===== config.mk =====
export PLATFORM = sky130hd
export DESIGN_NAME = pwcap_channel
export DESIGN_NICKNAME = d
export VERILOG_FILES = /design/src/rtl/pwcap_pkg.sv /design/src/rtl/pwcap_ctrl.sv /design/src/rtl/pwcap_datapath.sv /design/src/rtl/pwcap_channel.sv
export SDC_FILE = /design/constraint.sdc
export NUM_CORES = 1
export LEC_CHECK = 0
export BUFFER_PORTS_ARGS = -buffer_cell sky130_fd_sc_hd__buf_2
export CAP_MARGIN = 20
export CORE_UTILIZATION = 35
export DETAILED_ROUTE_END_ITERATION = 10
export GPL_ROUTABILITY_DRIVEN = 1
export PLACE_DENSITY = 0.62
export SLEW_MARGIN = 15
export SYNTH_ARGS = -nofsm -noshare
export SYNTH_HDL_FRONTEND = slang
export SYNTH_SLANG_ARGS = --single-unit

===== constraint.sdc =====
create_clock -name clk -period 2.7 [get_ports clk]
set_input_delay 0.27 -clock clk [delete_from_list [all_inputs] [get_ports clk]]
set_output_delay 0.27 -clock clk [all_outputs]
set_load 0.02 [all_outputs]

===== src/rtl/pwcap_pkg.sv =====
package pwcap_pkg;
  // strobes from control to datapath, one clock each
  typedef struct packed {
    logic capLead;   // leading stage <= timeBase
    logic capTrail;  // trailing <= timeBase, shadow <= leading stage
    logic b1FromA1;  // output register <= shadow (read side effect)
    logic b1FromB2;  // output register <= leading stage (closing edge)
  } capStrobes_t;
endpackage


===== src/rtl/pwcap_ctrl.sv =====
module pwcap_ctrl
  import pwcap_pkg::*;
(
  input  logic        clk,
  input  logic        rstN,
  input  logic        enable,
  input  logic        polSel,
  input  logic        sigIn,
  input  logic        readA,
  input  logic        readB,
  input  logic        flagClr,
  output capStrobes_t strobes,
  output logic        flag
);
  logic sigPrev;
  logic armed;
  logic xferEn;
  logic riseEdge, fallEdge;
  logic leadEdge, trailEdge;

  assign riseEdge  = sigIn & ~sigPrev;
  assign fallEdge  = ~sigIn & sigPrev;
  assign leadEdge  = enable & (polSel ? riseEdge : fallEdge);
  assign trailEdge = enable & armed & (polSel ? fallEdge : riseEdge);

  always_comb begin
    strobes          = '0;
    strobes.capLead  = leadEdge;
    strobes.capTrail = trailEdge;
    strobes.b1FromA1 = readA | readB;
    strobes.b1FromB2 = trailEdge & xferEn & ~(readA | readB);
  end

  always_ff @(posedge clk or negedge rstN) begin
    if (!rstN) begin
      sigPrev <= 1'b0;
      armed   <= 1'b0;
      xferEn  <= 1'b1;
      flag    <= 1'b0;
    end else begin
      sigPrev <= sigIn;
      if (!enable)       armed <= 1'b0;
      else if (leadEdge) armed <= 1'b1;
      if (readA)         xferEn <= 1'b0;
      else if (readB)    xferEn <= 1'b1;
      if (trailEdge)     flag <= 1'b1;
      else if (flagClr)  flag <= 1'b0;
    end
  end
endmodule


===== src/rtl/pwcap_datapath.sv =====
module pwcap_datapath
  import pwcap_pkg::*;
#(
  parameter int TB_W = 24
) (
  input  logic            clk,
  input  logic            rstN,
  input  capStrobes_t     strobes,
  input  logic [TB_W-1:0] timeBase,
  output logic [TB_W-1:0] a2Q,
  output logic [TB_W-1:0] a1Q,
  output logic [TB_W-1:0] b1Q
);
  logic [TB_W-1:0] b2Q;

  always_ff @(posedge clk or negedge rstN) begin
    if (!rstN) begin
      b2Q <= '0;
      a2Q <= '0;
      a1Q <= '0;
      b1Q <= '0;
    end else begin
      if (strobes.capLead) b2Q <= timeBase;
      if (strobes.capTrail) begin
        a2Q <= timeBase;
        a1Q <= b2Q;
      end
      if (strobes.b1FromA1)      b1Q <= a1Q;
      else if (strobes.b1FromB2) b1Q <= b2Q;
    end
  end
endmodule


===== src/rtl/pwcap_channel.sv =====
module pwcap_channel
  import pwcap_pkg::*;
#(
  parameter int TB_W = 24
) (
  input  logic            clk,
  input  logic            rstN,
  input  logic            enable,
  input  logic            polSel,
  input  logic            sigIn,
  input  logic [TB_W-1:0] timeBase,
  input  logic            readA,
  input  logic            readB,
  input  logic            flagClr,
  output logic [TB_W-1:0] dataA,
  output logic [TB_W-1:0] dataB,
  output logic            flag
);
  capStrobes_t     strobes;
  logic [TB_W-1:0] a1Q;

  pwcap_ctrl u_ctrl (
    .clk(clk), .rstN(rstN), .enable(enable), .polSel(polSel), .sigIn(sigIn),
    .readA(readA), .readB(readB), .flagClr(flagClr),
    .strobes(strobes), .flag(flag)
  );

  pwcap_datapath #(.TB_W(TB_W)) u_dp (
    .clk(clk), .rstN(rstN), .strobes(strobes), .timeBase(timeBase),
    .a2Q(dataA), .a1Q(a1Q), .b1Q(dataB)
  );
endmodule


==> results.sh <==
export IMPL_synth_top_area_cell="dfrtp_1"
export IMPL_fmax_mhz=565
export IMPL_grt_util_met3=0.0421
export IMPL_cts_tree="yes"
export IMPL_critPathMaxFanout=33
export IMPL_grt_overflow_total=0
export IMPL_syn_nets=341
export IMPL_area_delta_synth_final_pct=20.7
export IMPL_h_tree_depth=3
export IMPL_setup_tns_ps=0
export IMPL_die_w_um=111
export IMPL_outcome="finished with violations"
export IMPL_start_util=0.362
export IMPL_peakVddDrop_mv=0.452
export IMPL_seq_area_frac_synth=0.601
export IMPL_clockBufferDepth=2
export IMPL_grt_busiest_layer="met2"
export IMPL_cp_start_kind="flip-flop"
export IMPL_drv_slew=0
export IMPL_avgSynthCellArea_um2=13.5
export IMPL_cts_root_buf="clkbuf_16"
export IMPL_rsz0062_at_grt="no"
export IMPL_cp_end_kind="flip-flop"
export IMPL_post_cts_setup_buffers=0
export IMPL_grt_max_degree=64
export IMPL_pwr_share_clk=0.257
export IMPL_gr_usage_met1=0.206
export IMPL_die_h_um=111
export IMPL_setup_violations=0
export IMPL_row_count=39
export IMPL_max_cap_violations=0
export IMPL_p_int_mw=3.19
export IMPL_yosys_top_cells_area="dfrtp_1 59%, mux2_2 17%, o2111ai_1 5.0%"
export IMPL_fillers=1083
export IMPL_final_core_util=0.436
export IMPL_p_comb_frac=0.261
export IMPL_syn_area_mm2=0.00416
export IMPL_switching_share=0.318
export IMPL_clock_sinks=100
export IMPL_cts_buffers=9
export IMPL_ys_ff_latch=100
export IMPL_total_power_mw=4.68
export IMPL_worstMarginPinSlew_ps=572
export IMPL_grt_pass1_vias=2930
export IMPL_wl_per_cell_um=17.2
export IMPL_sequentialPowerShare=0.483
export IMPL_die_area_mm2=0.0123
export IMPL_ant_nets=0
export IMPL_synth_top_area_frac=0.595
export IMPL_via_per_inst=5.24
export IMPL_use_met2=0.258
export IMPL_synthCells=309
export IMPL_ys_warn_count=0
export IMPL_violations="design-rule violations"
export IMPL_pin_count=81
export IMPL_dr_pass1_iters=8
export IMPL_wl_mm=9.16
export IMPL_dp_hpwl_mm=5.75
export IMPL_max_slew_margin=0.618
export IMPL_vias=2800
export IMPL_fin_hold_ws_ps=85.0
export IMPL_cts_resized=0
export IMPL_port_buffer_count=80
export IMPL_core_area_mm2=0.0115
export IMPL_p_leak_nw=2.33
export IMPL_hold_buffers=1
export IMPL_clk_insertion_delay_late_ps=340
export IMPL_min_period_over_period=0.655
export IMPL_clk_pin_slew_ps=70
export IMPL_drc=16
export IMPL_grt_first_pass_wirelength_mm=15.2
export IMPL_cp_arrival_ps=1990
export IMPL_antenna_found_initial=0
export IMPL_worst_setup_path_type="reg -> reg"
export IMPL_gp_congestion=0.716
export IMPL_nets=418
export IMPL_drive_gt1_frac=0.468
export IMPL_drt_iter0_drc=167
export IMPL_diodes=0
export IMPL_skew_ps=10.8
export IMPL_ys_types=22
export IMPL_finalHoldViolCount=0
export IMPL_hold_path_class="in -> reg"
export IMPL_required_ps=2930
export IMPL_grt_usage=0.159
export IMPL_power_density_mw_per_mm2=931
export IMPL_p_switching_mw=1.49
export IMPL_period_minus_slack_ps=1770
cells by family (layout without fill, tap and decap cells):
logic type,Yosys count,in the layout,synth area share
DFF,100,100,0.601
and+or+nand+nor,59,59,0.0613
AOI/OAI and AO/OA,52,52,0.103
muxes,72,72,0.203
buffers and inverters,26,108,0.0312
worst max-delay path: stages (launching register included):
cell      delay, ps
dfrtp_1         420
and3b_1         230
o21bai_4        140
buf_4           440
mux2_2          390
registers in the layout (all words and copies together), names as in the netlist:
name / flops
u_dp.a2Q: 24
u_ctrl.armed: 1
u_dp.a1Q: 24
u_ctrl.xferEn: 1
u_dp.b1Q: 24
u_ctrl.flag: 1
u_ctrl.sigPrev: 1
u_dp.b2Q: 24
layout by cell type, fill, tap and decap left out, types with 2 or more instances in the layout:
cell type | synthesis | final
buf_12 | 0 | 2
o2111ai_1 | 24 | 24
mux2_2 | 63 | 63
clkbuf_16 | 0 | 9
buf_2 | 5 | 79
nor2_1 | 3 | 2
o211ai_1 | 24 | 24
clkinv_4 | 0 | 2
mux2_4 | 9 | 9
nand2_1 | 50 | 50
clkinvlp_4 | 0 | 2
dfrtp_1 | 99 | 99
and3b_1 | 2 | 2
buf_4 | 3 | 9
final timing paths:
kind                                          start                         to  slack (ps)  cells after the start
min in group asynchronous                      rstN    u_dp.a2Q[9]$_DFFE_PN0P_         440                      2
hold reg to reg             u_dp.a1Q[1]$_DFFE_PN0P_    u_dp.b1Q[1]$_DFFE_PN0P_         490                      2
hold / removal                                sigIn   u_ctrl.sigPrev$_DFF_PN0_          80                      1
setup / recovery           u_ctrl.sigPrev$_DFF_PN0_   u_dp.a2Q[15]$_DFFE_PN0P_         930                      4
max in group asynchronous                      rstN  u_ctrl.xferEn$_DFFE_PN1N_        1510                      3
setup reg to reg           u_ctrl.sigPrev$_DFF_PN0_   u_dp.a2Q[15]$_DFFE_PN0P_         930                      4
metal layers:
layer,vias up,share of wire
met4,0,0.0088
li1,1279,-
met1,1415,0.44
met3,8,0.058
met2,98,0.49
met5,-,0
through the flow:
step,setup slack (ps),area [um^2],instances
3_3_place_gp,950,4730,517
3_5_place_dp,928,4730,517
6_report,931,5020,534
2_1_floorplan,1090,4160,309
4_1_cts,911,5020,534
5_1_grt,844,5020,534
power by group through the flow:
stage	clock network, mW	registers (mW)	logic, mW
final	1.20	2.26	1.22
after floorplan	0	2.53	0.507
after CTS	1.24	2.26	1.24
after global routing	1.29	2.32	1.32
after global placement	0	2.26	1.20
after detailed placement	0	2.28	1.24
cells in the mapped netlist (all sizes together):
master and number:
dfrtp 99, mux2 72, nand2 50, o2111ai 24, o211ai 24, clkbuf 15
buf 10, nor2 3, and3b 2, nor3b 2, o21ai 2, and3 1
dfstp 1, inv 1, o21a 1, o21bai 1, or2 1
cell type report:
| cell class | count | area, um^2 | share of cell area |
|---|---|---|---|
| timing repair buffer | 91 | 513 | 0.102 |
| multi-input combinational | 183 | 1550 | 0.308 |
| sequential | 100 | 2500 | 0.498 |
| inverter | 1 | 3.75 | 0.000747 |
| tap | 143 | 179 | 0.0356 |
| clock inverter | 5 | 37.5 | 0.00747 |
| clock buffer | 11 | 243 | 0.0483 |
Power figures use the tool's default switching activity.
